[config.mk]
export PLATFORM = sky130hd
export DESIGN_NAME = byte_mod_mmio
export DESIGN_NICKNAME = d
export VERILOG_FILES = /design/src/rtl/bmw_pkg.sv /design/src/rtl/bmw_bit_shifter.sv /design/src/rtl/bmw_dbpsk_up.sv /design/src/rtl/bmw_shaper.sv /design/src/rtl/byte_mod_mmio.sv
export SDC_FILE = /design/constraint.sdc
export NUM_CORES = 1
export LEC_CHECK = 0
export BUFFER_PORTS_ARGS = -buffer_cell sky130_fd_sc_hd__buf_2
export CAP_MARGIN = 15
export CORE_MARGIN = 3
export CORE_UTILIZATION = 31
export DETAILED_ROUTE_END_ITERATION = 8
export PLACE_DENSITY_LB_ADDON = 0.3
export SYNTH_ARGS = -nofsm -noshare
export SYNTH_HDL_FRONTEND = slang
export SYNTH_SLANG_ARGS = --single-unit
[constraint.sdc]
create_clock -name clk -period 32.5 [get_ports clk]
set_input_delay 4.875 -clock clk [delete_from_list [all_inputs] [get_ports clk]]
set_output_delay 4.875 -clock clk [all_outputs]
set_load 0.005 [all_outputs]
[src/rtl/bmw_pkg.sv]
package bmw_pkg;
  typedef logic signed [1:0] chip_t;

  // symmetric triangular pulse: peak at the centre tap, falling by peak/4 per tap
  function automatic int tap_coef(input int k, input int taps, input int peak);
    int d;
    d = k - (taps - 1) / 2;
    if (d < 0) d = -d;
    return peak - (peak / 4) * d;
  endfunction
endpackage

[src/rtl/bmw_bit_shifter.sv]
module bmw_bit_shifter #(
  parameter int BITS = 8
) (
  input  logic            clk,
  input  logic            rst_n,
  input  logic            clr,
  input  logic            load,
  input  logic [BITS-1:0] load_byte,
  input  logic            out_ready,
  output logic            out_valid,
  output logic            out_bit
);
  localparam int LEFT_W = $clog2(BITS + 1);

  logic [BITS-1:0]   sh_q, sh_n;
  logic [LEFT_W-1:0] left_q, left_n;

  assign out_valid = (left_q != '0);
  assign out_bit   = sh_q[BITS-1];

  always_comb begin
    sh_n   = sh_q;
    left_n = left_q;
    if (clr) begin
      left_n = '0;
    end else if (load) begin
      sh_n   = load_byte;
      left_n = LEFT_W'(BITS);
    end else if (out_valid && out_ready) begin
      sh_n   = sh_q << 1;
      left_n = left_q - 1'b1;
    end
  end

  always_ff @(posedge clk or negedge rst_n) begin
    if (!rst_n) begin
      sh_q   <= '0;
      left_q <= '0;
    end else begin
      sh_q   <= sh_n;
      left_q <= left_n;
    end
  end
endmodule

[src/rtl/bmw_dbpsk_up.sv]
module bmw_dbpsk_up
  import bmw_pkg::*;
#(
  parameter int UP = 4
) (
  input  logic  clk,
  input  logic  rst_n,
  input  logic  clr,
  input  logic  in_valid,
  input  logic  in_bit,
  output logic  in_ready,
  output logic  out_valid,
  output chip_t out_chip
);
  localparam int CNT_W = (UP > 1) ? $clog2(UP) : 1;

  logic [CNT_W-1:0] cnt_q, cnt_n;
  logic             phase_q, phase_n;
  logic             ov_q, ov_n;
  chip_t            ox_q, ox_n;

  assign in_ready  = (cnt_q == '0);
  assign out_valid = ov_q;
  assign out_chip  = ox_q;

  always_comb begin
    cnt_n   = cnt_q;
    phase_n = phase_q;
    ov_n    = 1'b0;
    ox_n    = 2'sb00;
    if (clr) begin
      cnt_n   = '0;
      phase_n = 1'b0;
    end else if (in_valid && in_ready) begin
      phase_n = phase_q ^ in_bit;
      ox_n    = phase_n ? 2'sb11 : 2'sb01;
      ov_n    = 1'b1;
      cnt_n   = (UP > 1) ? CNT_W'(1) : '0;
    end else if (cnt_q != '0) begin
      ov_n  = 1'b1;
      cnt_n = (cnt_q == CNT_W'(UP - 1)) ? '0 : cnt_q + 1'b1;
    end
  end

  always_ff @(posedge clk or negedge rst_n) begin
    if (!rst_n) begin
      cnt_q   <= '0;
      phase_q <= 1'b0;
      ov_q    <= 1'b0;
      ox_q    <= 2'sb00;
    end else begin
      cnt_q   <= cnt_n;
      phase_q <= phase_n;
      ov_q    <= ov_n;
      ox_q    <= ox_n;
    end
  end

  // a stalled symbol stays offered and unchanged until taken
  assert_symbol_held_R4: assert property (@(posedge clk) disable iff (!rst_n)
    (in_valid && !in_ready && !clr) |=> (in_valid && $stable(in_bit)));
endmodule

[src/rtl/bmw_shaper.sv]
module bmw_shaper
  import bmw_pkg::*;
#(
  parameter int TAPS   = 13,
  parameter int PEAK   = 64,
  parameter int SAMP_W = 16
) (
  input  logic                     clk,
  input  logic                     rst_n,
  input  logic                     clr,
  input  logic                     in_valid,
  input  chip_t                    in_chip,
  output logic                     out_valid,
  output logic signed [SAMP_W-1:0] out_samp
);
  chip_t                    dline_q [TAPS-1];
  chip_t                    win     [TAPS];
  logic signed [SAMP_W-1:0] term    [TAPS];
  logic signed [SAMP_W-1:0] acc;
  logic                     ov_q;
  logic signed [SAMP_W-1:0] y_q;

  assign win[0] = in_chip;

  genvar k;
  generate
    for (k = 1; k < TAPS; k++) begin : g_win
      assign win[k] = dline_q[k-1];
    end
    for (k = 0; k < TAPS; k++) begin : g_tap
      localparam logic signed [SAMP_W-1:0] CF = SAMP_W'(tap_coef(k, TAPS, PEAK));
      always_comb begin
        case (win[k])
          2'sb01:  term[k] = CF;
          2'sb11:  term[k] = -CF;
          default: term[k] = '0;
        endcase
      end
    end
  endgenerate

  always_comb begin
    acc = '0;
    for (int i = 0; i < TAPS; i++) acc = acc + term[i];
  end

  always_ff @(posedge clk or negedge rst_n) begin
    if (!rst_n) begin
      for (int i = 0; i < TAPS - 1; i++) dline_q[i] <= 2'sb00;
      ov_q <= 1'b0;
      y_q  <= '0;
    end else if (clr) begin
      for (int i = 0; i < TAPS - 1; i++) dline_q[i] <= 2'sb00;
      ov_q <= 1'b0;
    end else begin
      ov_q <= in_valid;
      if (in_valid) begin
        y_q <= acc;
        for (int i = 0; i < TAPS - 1; i++) dline_q[i] <= win[i];
      end
    end
  end

  assign out_valid = ov_q;
  assign out_samp  = y_q;
endmodule

[src/rtl/byte_mod_mmio.sv]
module byte_mod_mmio
  import bmw_pkg::*;
#(
  parameter int ADDR_W = 6,
  parameter int DATA_W = 32,
  parameter int BITS   = 8,
  parameter int UP     = 4,
  parameter int TAPS   = 13,
  parameter int PEAK   = 64,
  parameter int SAMP_W = 16
) (
  input  logic              clk,
  input  logic              rst_n,
  input  logic              bus_req,
  input  logic              bus_we,
  input  logic [ADDR_W-1:0] bus_addr,
  input  logic [DATA_W-1:0] bus_wdata,
  output logic              bus_ready,
  output logic [DATA_W-1:0] bus_rdata
);
  localparam int NS       = BITS * UP;
  localparam int IDX_W    = $clog2(NS);
  localparam int OFS_CTRL = 0;
  localparam int OFS_DATA = 1;
  localparam int OFS_SAMP = NS;

  // reset: asynchronous assert, synchronous release
  logic rs_meta, rs_n;
  always_ff @(posedge clk or negedge rst_n) begin
    if (!rst_n) begin
      rs_meta <= 1'b0;
      rs_n    <= 1'b0;
    end else begin
      rs_meta <= 1'b1;
      rs_n    <= rs_meta;
    end
  end

  logic [BITS-1:0]          data_q;
  logic                     busy_q, busy_n, done_q, done_n;
  logic [IDX_W-1:0]         idx_q, idx_n;
  logic signed [SAMP_W-1:0] samp_q [NS];
  logic                     ready_q;
  logic [DATA_W-1:0]        rdata_q, rdata_n;

  logic wr, wr_ctrl, wr_data, go, clr, cap, last;
  logic sym_v, sym_b, sym_rdy, chip_v, y_v;
  chip_t chip;
  logic signed [SAMP_W-1:0] y;
  logic unused_wbits;

  assign unused_wbits = ^bus_wdata[DATA_W-1:BITS];

  assign wr      = bus_req && bus_we;
  assign wr_ctrl = wr && (bus_addr == ADDR_W'(OFS_CTRL));
  assign wr_data = wr && (bus_addr == ADDR_W'(OFS_DATA));
  assign clr     = wr_ctrl && bus_wdata[1];
  assign go      = wr_ctrl && bus_wdata[0] && !bus_wdata[1] && !busy_q;
  assign cap     = y_v;
  assign last    = (idx_q == IDX_W'(NS - 1));

  bmw_bit_shifter #(.BITS(BITS)) u_shift (
    .clk(clk), .rst_n(rs_n), .clr(clr), .load(go), .load_byte(data_q),
    .out_ready(sym_rdy), .out_valid(sym_v), .out_bit(sym_b)
  );

  bmw_dbpsk_up #(.UP(UP)) u_mod (
    .clk(clk), .rst_n(rs_n), .clr(clr), .in_valid(sym_v), .in_bit(sym_b),
    .in_ready(sym_rdy), .out_valid(chip_v), .out_chip(chip)
  );

  bmw_shaper #(.TAPS(TAPS), .PEAK(PEAK), .SAMP_W(SAMP_W)) u_fir (
    .clk(clk), .rst_n(rs_n), .clr(clr), .in_valid(chip_v), .in_chip(chip),
    .out_valid(y_v), .out_samp(y)
  );

  // run control next state
  always_comb begin
    busy_n = busy_q;
    done_n = done_q;
    idx_n  = idx_q;
    if (clr) begin
      busy_n = 1'b0;
      done_n = 1'b0;
      idx_n  = '0;
    end else if (go) begin
      busy_n = 1'b1;
      done_n = 1'b0;
      idx_n  = '0;
    end else if (cap) begin
      idx_n = idx_q + 1'b1;
      if (last) begin
        busy_n = 1'b0;
        done_n = 1'b1;
      end
    end
  end

  // read mux
  always_comb begin
    rdata_n = '0;
    if (bus_addr == ADDR_W'(OFS_CTRL)) begin
      rdata_n[1:0] = {done_q, busy_q};
    end else if (bus_addr == ADDR_W'(OFS_DATA)) begin
      rdata_n[BITS-1:0] = data_q;
    end else if (bus_addr >= ADDR_W'(OFS_SAMP)) begin
      rdata_n = DATA_W'(samp_q[IDX_W'(bus_addr - ADDR_W'(OFS_SAMP))]);
    end
  end

  always_ff @(posedge clk or negedge rs_n) begin
    if (!rs_n) begin
      busy_q  <= 1'b0;
      done_q  <= 1'b0;
      idx_q   <= '0;
      data_q  <= '0;
      ready_q <= 1'b0;
      rdata_q <= '0;
    end else begin
      busy_q  <= busy_n;
      done_q  <= done_n;
      idx_q   <= idx_n;
      ready_q <= bus_req;
      if (wr_data) data_q <= bus_wdata[BITS-1:0];
      if (bus_req && !bus_we) rdata_q <= rdata_n;
    end
  end

  always_ff @(posedge clk or negedge rs_n) begin
    if (!rs_n) begin
      for (int i = 0; i < NS; i++) samp_q[i] <= '0;
    end else if (cap && !clr) begin
      samp_q[idx_q] <= y;
    end
  end

  assign bus_ready = ready_q;
  assign bus_rdata = rdata_q;

  // each request answered in the next cycle
  assert_req_answered_R2: assert property (@(posedge clk) disable iff (!rs_n)
    bus_req |=> bus_ready);
  // never busy and done together
  assert_busy_done_excl_R3: assert property (@(posedge clk) disable iff (!rs_n)
    !(busy_q && done_q));
  // filter outputs only arrive inside a run
  assert_capture_in_run_R6: assert property (@(posedge clk) disable iff (!rs_n)
    y_v |-> busy_q);
  // done rises only at the end of a run
  assert_done_after_run_R3: assert property (@(posedge clk) disable iff (!rs_n)
    $rose(done_q) |-> $past(busy_q));
endmodule

==> flow_summary.ini, run 1 <==
[synth]
synth_compound_area_share_pct = 3.382
synth.top_cells.by_area = dfrtp_1 53%, mux2_2 19%, mux4_2 8.7%
synth-seq-cells = 473
synthMuxAreaShare_pct = 30.22
ys_types = 55
syn_inst = 1618
synthesis.nets = 1711
yosys.area_share.simple_pct = 5.167
ys_warn_count = 0
synth_area_mm2 = 0.02249
yosysTopAreaCellShare_pct = 52.62
postSynthAreaPerCell_um2 = 13.90
synth_xor_xnor_area_share_pct = 0.3894
synth_top_flop_cell = dfrtp_1
synth_top_family_by_area = multiplexers
async_flop_share_pct = 100.0
synth_edf_count = 0
synth_fa_ha_area_share_pct = 3.938
ys_seq_area_share_pct = 52.62
synth_top_area_cell = dfrtp_1

[cts]
clk_pin_slew_ps = 60
htreeDepth = 2
cts_buffer_depth = 3
cts_buffers = 50
root_buffer = clkbuf_16
cts_setup_buffers = 0
worstSkewPairLatency_ps = 600
cts_tree = done
clock_sinks = 473
post_cts_resized = 0
holdBufCountCts = 0

[global_routing]
use_met3_pct = 2.573
grt_pass1_vias = 13950
grt_use_total_pct = 15.10
grt_util_met2_pct = 24.64
grt_pass1_wl_mm = 86.86
grt_max_degree = 93
grt_most_used_layer = met2
overflow = 0
antenna_found_initial = 2
global_route.usage.met1_pct = 20.60

[placement]
place.gp.congestion = 0.8019
place_inst = 2507
dp_worst_setup_slack_ps = 24180
numPortBuffers = 50
hpwl_mm = 36.17

[routing]
wl_mm = 56.48
viasPerCell = 5.041
wl_per_cell_um = 21.74
ant_nets = 0
vias = 13100
drtIter0Drc = 871
drc_errors = 0
drt_first_pass_iters = 5

[cells_and_area]
multi_input_area_mm2 = 0.009708
final_cells = 2598
layout-drive-gt1-share_pct = 38.35
nFillCells = 6902
area_growth_pct = 12.12
final_util_pct = 35.16
layout.nets = 1703
seqCellArea_mm2 = 0.01184
insertedDiodeCount = 0

[power_and_ir_drop]
total_leakage_power_nw = 11.33
vdd_drop_max_mv = 0.1172
cellPowerDensity_mw_per_mm2 = 112.0

[hold_path]
hold_class = reg -> async

[worst_setup_path]
timing.rr.end = u_fir.out_samp[11]
cp-end-kind = register
cp.required_ps = 32960
rrSetupSlack_ps = 27270
r2r_start = u_fir.dline_q[2]
crit_buf_inv = 2
worst_r2r_path_depth = 19
cp_top_family = compound AO/OA/AOI/OAI gates
crit_fanout = 36
slowest_stage = a2111oi_0
crit_type = in -> reg
start_kind = input port
cp.depth = 7
arrival_ps = 8280
critPathMaxStageDelay_ps = 1090
crit_chain = buf_6, buf_4, mux4_1, nor2b_1, a2111oi_0, nor3_1, o2bb2ai_1

[die]
start_util_pct = 31.36
die-area_mm2 = 0.07583
ios = 75
die_x_um = 275.4
rows = 98
core_area_mm2 = 0.07173
die_height_um = 275.4

[sta]
fin_crit_sh_pct = 24.07
rsz0062_at_grt = no
clock_skew_ps = 20.89
slew_viol_final = 0
hold_ws_ps = 298.8
hold_violations = 0
finalSetupTns_ps = 0
finalSetupViolations = 0
tightest_slew_ps = 1257
fin_crit_ps = 7821
worst_slack_ps = 24680
max_freq_ghz = 0.1279
slew_headroom_pct = 14.05

[status]
outcome = complete, no violations

[run]
maxCapViolations = 0
[routing by layer]
layer / vias up / wire [um]
met3: 81 / 2230
met1: 6998 / 25860
met5: - / 21
met2: 260 / 26760
li1: 5753 / -
met4: 4 / 1613
[stage by stage]
| stage | power (W) | cell area [um^2] |
|---|---|---|
| 3_5_place_dp | 0.002260 | 23470 |
| 5_1_grt | 0.003062 | 25220 |
| 4_1_cts | 0.002860 | 25190 |
| 3_3_place_gp | 0.002218 | 23470 |
| 2_1_floorplan | 0.001933 | 22490 |
| 6_report | 0.002825 | 25220 |
[area by class of cell]
| cell class | instances | share of cell area (%) |
|---|---|---|
| Sequential cell | 473 | 46.95 |
| Timing Repair Buffer | 83 | 2.089 |
| Multi-Input combinational cell | 939 | 38.49 |
| Clock buffer | 81 | 6.340 |
| Clock inverter | 9 | 0.4812 |
| Tap cell | 950 | 4.713 |
| Inverter | 63 | 0.9376 |
[sequential cells by signal (all words and copies together), names as in the netlist, 2 cells and up]
| signal | count |
|---|---|
| u_shift.left_q | 4 |
| data_q | 8 |
| u_fir.dline_q | 24 |
| bus_rdata | 16 |
| u_mod.out_chip | 2 |
| idx_q | 5 |
| u_fir.out_samp | 12 |
| u_shift.sh_q | 8 |
| u_mod.cnt_q | 2 |
| samp_q | 384 |
[logic make-up (layout without fill, tap and decap cells)]
| logic type | after synthesis | count (layout) |
|---|---|---|
| compound gates | 120 | 120 |
| xor+xnor | 10 | 10 |
| fa+ha+maj | 51 | 51 |
| buf+inv | 206 | 236 |
| flops | 473 | 473 |
| mux | 519 | 519 |
| other cells | 1 | 1 |
| simple gates | 238 | 238 |
[synth_stat cells (2+ instances only)]
master,n
and3b_1,3
nor2b_1,16
nand4_1,20
buf_6,4
fa_1,33
mux4_2,87
nor3b_1,6
o21ai_0,50
nor4_1,2
and2_1,6
nor2_1,50
o221ai_1,2
buf_2,43
nand2b_1,9
a2111oi_0,6
nor3_1,9
buf_1,7
nand2_1,92
dfrtp_1,473
buf_4,23
nand3_1,11
mux2_2,370
a21o_1,3
a31oi_1,3
o31ai_1,4
ha_1,18
a221oi_1,4
mux2i_1,57
a22oi_1,10
o22ai_1,11
xor2_1,5
mux2_1,2
a21oi_1,15
a22o_1,6
clkbuf_1,65
xnor2_1,5
inv_1,62
mux4_1,3
and3_1,7
[worst max path at each step]
stage	from	endpoint	slack [ps]
after floorplan	rs_n	bus_rdata[0]	18340
after global placement	bus_addr[0]	bus_rdata[5]	24200
after detailed placement	bus_addr[0]	bus_rdata[5]	24180
after CTS	bus_addr[0]	bus_rdata[5]	24800
after global routing	bus_addr[0]	bus_rdata[5]	24720
final	bus_addr[0]	bus_rdata[5]	24680
[layout by cell type, fill, tap and decap left out, types with 7 or more instances in the layout]
cell	instances
mux2_2	370
dfrtp_1	472
clkbuf_1	9
mux4_2	87
o22ai_1	11
a22oi_1	10
nand2_1	92
clkbuf_8	21
a21oi_1	15
fa_1	33
nand3_1	11
nor3_1	9
mux2i_1	57
buf_4	33
nand2b_1	9
ha_1	18
nand4_1	20
buf_2	48
nor2_1	50
and3_1	7
clkbuf_16	51
nor2b_1	16
inv_1	62
o21ai_0	50
[where the power goes]
part | switching, W | internal (W)
logic | 0.000609 | 0.000606
registers | 0.000156 | 0.000865
clock network | 0.000239 | 0.000351
(Power assumes the default switching activity.)
==> run 2, diff against run 1 <==
--- a/config.mk
+++ b/config.mk
@@ -5,6 +5,7 @@
 export SDC_FILE = /design/constraint.sdc
 export NUM_CORES = 1
 export LEC_CHECK = 0
+export ABC_AREA = 1
 export BUFFER_PORTS_ARGS = -buffer_cell sky130_fd_sc_hd__buf_2
 export CAP_MARGIN = 15
 export CORE_MARGIN = 3
==> constraint.sdc (replaced) <==
create_clock -name clk -period 7.77 [get_ports clk]
set_input_delay 1.1655 -clock clk [delete_from_list [all_inputs] [get_ports clk]]
set_output_delay 1.1655 -clock clk [all_outputs]
set_load 0.005 [all_outputs]
==> flow_summary.ini, run 2 <==
[worst_setup_path]
crit_buf_inv = 6
cp-end-kind = register
cp_top_family = adder cells
crit_chain = inv_1, nor2_1, fa_1, inv_1, fa_1, fa_1, inv_1, fa_1, inv_1, fa_1, inv_1, ha_1, inv_1, fa_1, nand3b_1, nand2_1, fa_1, nand2_1, o21ai_0
start_kind = register
slowest_stage = fa_1
crit_fanout = 4
arrival_ps = 5480
critPathMaxStageDelay_ps = 560
path_common_cell = fa_1
cp.required_ps = 8230
crit_type = reg -> reg
rrSetupSlack_ps = 2750

[synth]
yosys.area_share.simple_pct = 23.32
synth.top_cells.by_area = dfrtp_1 52%, nand2_1 14%, o21ai_1 5.3%
synth-seq-cells = 473
synth_top_family_by_area = simple AND/OR/NAND/NOR gates
syn_inst = 2768
synth_top_flop_cell = dfrtp_1
ys_seq_area_share_pct = 52.12
synth_top_area_cell = dfrtp_1
ys_types = 36
synth_compound_area_share_pct = 12.01
async_flop_share_pct = 100.0
synth_edf_count = 0
ys_warn_count = 0
synthMuxAreaShare_pct = 0.04959
yosysTopAreaCellShare_pct = 52.12
synth_fa_ha_area_share_pct = 3.901
postSynthAreaPerCell_um2 = 8.204
synthTopCellsByCount = 834 x nand2_1, 473 x dfrtp_1, 242 x o21ai_1, 228 x inv_1, 207 x o21ai_0
synthesis.nets = 2861
synth_xor_xnor_area_share_pct = 0.2314
yosysMostFrequentCell = nand2_1
synth_area_mm2 = 0.02271

[cts]
worstSkewPairLatency_ps = 600
clock_sinks = 473
cts_buffer_depth = 3
cts_buffers = 49
holdBufCountCts = 0
root_buffer = clkbuf_16
clk_pin_slew_ps = 60
cts_tree = done
post_cts_resized = 0
cts_setup_buffers = 0
htreeDepth = 2

[routing]
drc_errors = 0
drtIter0Drc = 1648
wl_mm = 62.46
vias = 17570
ant_nets = 0
viasPerCell = 4.780
drt_first_pass_iters = 5
wl_per_cell_um = 16.99

[global_routing]
antenna_found_initial = 1
grt_pass1_wl_mm = 99.77
grt_pass1_vias = 16830
grt_use_total_pct = 16.28
overflow = 0
grt_max_degree = 179

[sta]
slew_headroom_pct = 20.91
fin_crit_sh_pct = 64.62
hold_violations = 0
hold_ws_ps = 354.8
finalSetupViolations = 0
tightest_slew_ps = 1179
finalSetupTns_ps = 0
max_freq_ghz = 0.1992
clock_skew_ps = 21.18
slew_viol_final = 0
rsz0062_at_grt = no
fin_crit_ps = 5021

[cells_and_area]
largest-register = samp_q
seqCellArea_mm2 = 0.01184
layout.nets = 2783
area_growth_pct = 10.33
final_common_cell = nand2_1
layout-drive-gt1-share_pct = 6.970
largest_register_ffs = 384
final_cell_mix = 834 x nand2_1, 472 x dfrtp_1, 242 x o21ai_1, 227 x inv_1, 207 x o21ai_0
nFillCells = 7594
multi_input_area_mm2 = 0.008990
finalInstanceArea_mm2 = 0.02505
insertedDiodeCount = 0
final_cells = 3676

[hold_path]
hold_class = in -> async

[run]
maxCapViolations = 0

[power_and_ir_drop]
vdd_drop_max_mv = 0.2574
cellPowerDensity_mw_per_mm2 = 406.6
total_leakage_power_nw = 11.96

[placement]
dpl_cell_area_mm2 = 0.02341
hpwl_mm = 35.87
numPortBuffers = 50
place.gp.congestion = 0.7613
place_inst = 3589

[die]
die_x_um = 276.7
ios = 75
core_area_mm2 = 0.07198
rows = 98
die-area_mm2 = 0.07654
start_util_pct = 31.55
die_height_um = 276.7

[status]
outcome = complete, no violations
[run 2: cell count changes in the layout (fill, tap and decap cells not counted), moves of 157 or more]
cell / change
nand3_1: +194
mux2_2: -369
o21ai_1: +242
o21ai_0: +157
nand2_1: +742
inv_1: +165
[run 2: worst paths after layout]
check | start | to | depth (start not counted)
worst max register to register | u_fir.dline_q[2] | u_fir.out_samp[11] | 19
worst min register to register | rs_meta | rs_n | 0
max in group asynchronous | rs_n | samp_q[438] | 1
min in group clk | rs_meta | rs_n | 0
worst min-delay path | rst_n | rs_n | 1
worst max-delay path | u_fir.dline_q[2] | u_fir.out_samp[11] | 19
[run 2: through the flow]
stage	power (W)	utilization (%)	setup WS [ps]
floorplan	0.006912	-	63.58
global placement	0.007755	32.53	2709
detailed placement	0.007821	32.53	2697
CTS	0.01030	34.81	2694
global route	0.01116	34.81	2432
finish	0.01019	34.81	2749
[run 2: metal layers]
metal | up-vias | track usage [%] | routed length [um] | share of wire, %
met5 | - | 0 | 0 | 0
met4 | 0 | 3.704 | 1392 | 2.2
met3 | 91 | 1.956 | 2847 | 4.6
met2 | 350 | 26.80 | 29020 | 46
met1 | 8456 | 23.02 | 29200 | 47
li1 | 8676 | - | - | -
[run 2: worst reg2reg max path, stage by stage, from the launching register on]
cell and delay, ps:
dfrtp_1 350, inv_1 130, nor2_1 90, fa_1 500
inv_1 80, fa_1 560, fa_1 560, inv_1 50
fa_1 540, inv_1 60, fa_1 470, inv_1 70
ha_1 160, inv_1 50, fa_1 390, nand3b_1 200
nand2_1 90, fa_1 400, nand2_1 70, o21ai_0 80
[run 2: kinds of logic (layout without fill, tap and decap cells)]
kind of cell | count (synthesis) | after routing
other | 1 | 1
DFF | 473 | 473
xor gates and xnor gates | 6 | 6
buffers and inverters | 440 | 398
and+or+nand+nor | 1263 | 1263
adders and majority gates | 51 | 51
AOI/OAI and AO/OA | 533 | 533
muxes | 1 | 1
[run 2: cell type report]
| cell class | count | share of cell area [%] |
|---|---|---|
| tap | 950 | 4.745 |
| sequential | 473 | 47.26 |
| clock inverter | 13 | 0.7192 |
| multi-input combinational | 1855 | 35.88 |
| clock buffer | 74 | 5.833 |
| timing repair buffer | 78 | 2.048 |
| inverter | 233 | 3.511 |
[run 2: power by group]
part | total [W] | switching [W] | internal, W
clock network | 0.00244 | 0.00101 | 0.00143
logic | 0.00375 | 0.00237 | 0.00138
registers | 0.00399 | 0.000509 | 0.00349
total | 0.0102 | 0.00389 | 0.00629
==> run 3, diff against run 2 <==
==> constraint.sdc (replaced) <==
create_clock -name clk -period 5.05 [get_ports clk]
set_input_delay 0.7575 -clock clk [delete_from_list [all_inputs] [get_ports clk]]
set_output_delay 0.7575 -clock clk [all_outputs]
set_load 0.005 [all_outputs]
==> flow_summary.ini, run 3 (synthesized netlist as in run 2, its figures left out) <==
[worst_setup_path]
crit_fanout = 2
r2r_start = u_fir.dline_q[0]
crit_type = reg -> reg
arrival_ps = 5280
startpoint = u_fir.dline_q[0]
cp.required_ps = 5520
start_kind = register
crit_chain = inv_1, nor2_1, fa_1, inv_2, fa_2, fa_1, inv_1, fa_1, inv_1, fa_1, inv_1, ha_1, inv_1, fa_2, nand3b_1, nand2_1, fa_1, nand2_1, o21ai_0
slowest_stage = fa_1
critPathMaxStageDelay_ps = 550
cp-end-kind = register

[cells_and_area]
largest-register = samp_q
insertedDiodeCount = 0
area_growth_pct = 11.10
nFillCells = 7527
largest_register_ffs = 384
final_common_cell = nand2_1
layout.nets = 2798
final_cell_mix = 833 x nand2_1, 472 x dfrtp_1, 242 x o21ai_1, 224 x inv_1, 207 x o21ai_0
layout-drive-gt1-share_pct = 7.869

[power_and_ir_drop]
cellPowerDensity_mw_per_mm2 = 629.7
finalPower_w = 0.01589
total_leakage_power_nw = 12.06
vdd_drop_max_mv = 0.3296

[cts]
worstSkewPairLatency_ps = 610
cts_buffer_depth = 3
root_buffer = clkbuf_16
clock_sinks = 473
cts_tree = done
clk_pin_slew_ps = 60
cts_buffers = 51
cts_setup_buffers = 0
htreeDepth = 2

[routing]
drt_first_pass_iters = 6
wl_mm = 63.76
drtIter0Drc = 1557
vias = 17800
viasPerCell = 4.816
wl_per_cell_um = 17.26
drc_errors = 0
ant_nets = 0

[global_routing]
grt_use_total_pct = 16.68
grt_max_degree = 140
grt_pass1_wl_mm = 101.9
overflow = 0
grt_pass1_vias = 17190
antenna_found_initial = 0

[sta]
worst_slack_ps = 239.4
slew_headroom_pct = 30.90
finalSetupTns_ps = 0
slew_viol_final = 0
max_freq_ghz = 0.2079
hold_violations = 0
fin_crit_ps = 4811
fin_crit_sh_pct = 95.26
rsz0062_at_grt = no
clock_skew_ps = 31.77
finalSetupViolations = 0
tightest_slew_ps = 1035

[status]
outcome = complete, no violations

[placement]
dp_worst_setup_slack_ps = 66.73
numPortBuffers = 50
place.gp.congestion = 0.7856
hpwl_mm = 37.45

[hold_path]
worstHoldStart = bus_req
hold_class = in -> reg

[die]
die-area_mm2 = 0.07654
die_x_um = 276.7
start_util_pct = 31.55
ios = 75
core_area_mm2 = 0.07198
rows = 98
die_height_um = 276.7

[run]
maxCapViolations = 0
## run 3: stage by stage
step | instances | area [um^2] | util (%) | hold slack, ps
after floorplan | 2768 | 22710 | - | 331.2
after detailed placement | 3601 | 23510 | 32.67 | 337.2
after global routing | 3695 | 25230 | 35.05 | 282.8
after global placement | 3601 | 23510 | 32.67 | 333.4
after CTS | 3695 | 25220 | 35.04 | 267.6
final | 3695 | 25230 | 35.05 | 305.2
## run 3: worst paths after layout
path / endpoint / slack, ps / cells after the start
setup / recovery: u_fir.out_samp[11] / 240 / 19
hold / removal: bus_ready / 310 / 1
setup reg to reg: u_fir.out_samp[11] / 240 / 19
hold reg to reg: rs_n / 350 / 0
max in group asynchronous: samp_q[268] / 3360 / 1
min in group asynchronous: u_fir.dline_q[5] / 380 / 0
## run 3: routing by layer
metal	track usage, %	vias up	share of wire, %
met5	0	-	0
met4	4.916	0	2.8
met2	26.13	382	45
met1	23.75	8613	47
met3	2.765	88	5.1
li1	-	8712	-
## run 3: layout make-up
| cell class | count | area [um^2] | area share [%] |
|---|---|---|---|
| timing repair buffer | 91 | 625.6 | 2.480 |
| multi-input combinational | 1855 | 9000 | 35.67 |
| clock buffer | 73 | 1489 | 5.902 |
| sequential | 473 | 11840 | 46.93 |
| inverter | 233 | 879.6 | 3.486 |
| tap | 950 | 1189 | 4.711 |
| clock inverter | 20 | 206.4 | 0.8183 |
## run 3: where the power goes
part           internal, W  leakage [nW]  switching [W]  total (W)
Sequential         0.00536          6.07       0.000785    0.00615
Combinational      0.00217          5.14        0.00375    0.00591
Clock              0.00221         0.841        0.00162    0.00383
## run 3: what timing repair did
item,4_1_cts,5_1_grt
hold buffers,1,0
endpoints found under the hold margin,2,0
endpoints found under the setup margin,0,1
resized for setup,0,5
## run 3: critical path: cells and delay by family, from the launching register on
family,cells,cell delay [ps]
buffers and inverters,6,350
AND/OR/NAND/NOR,4,400
flip-flops,1,360
AO/OA/AOI/OAI,1,70
adder cells (fa/ha/maj),8,3480
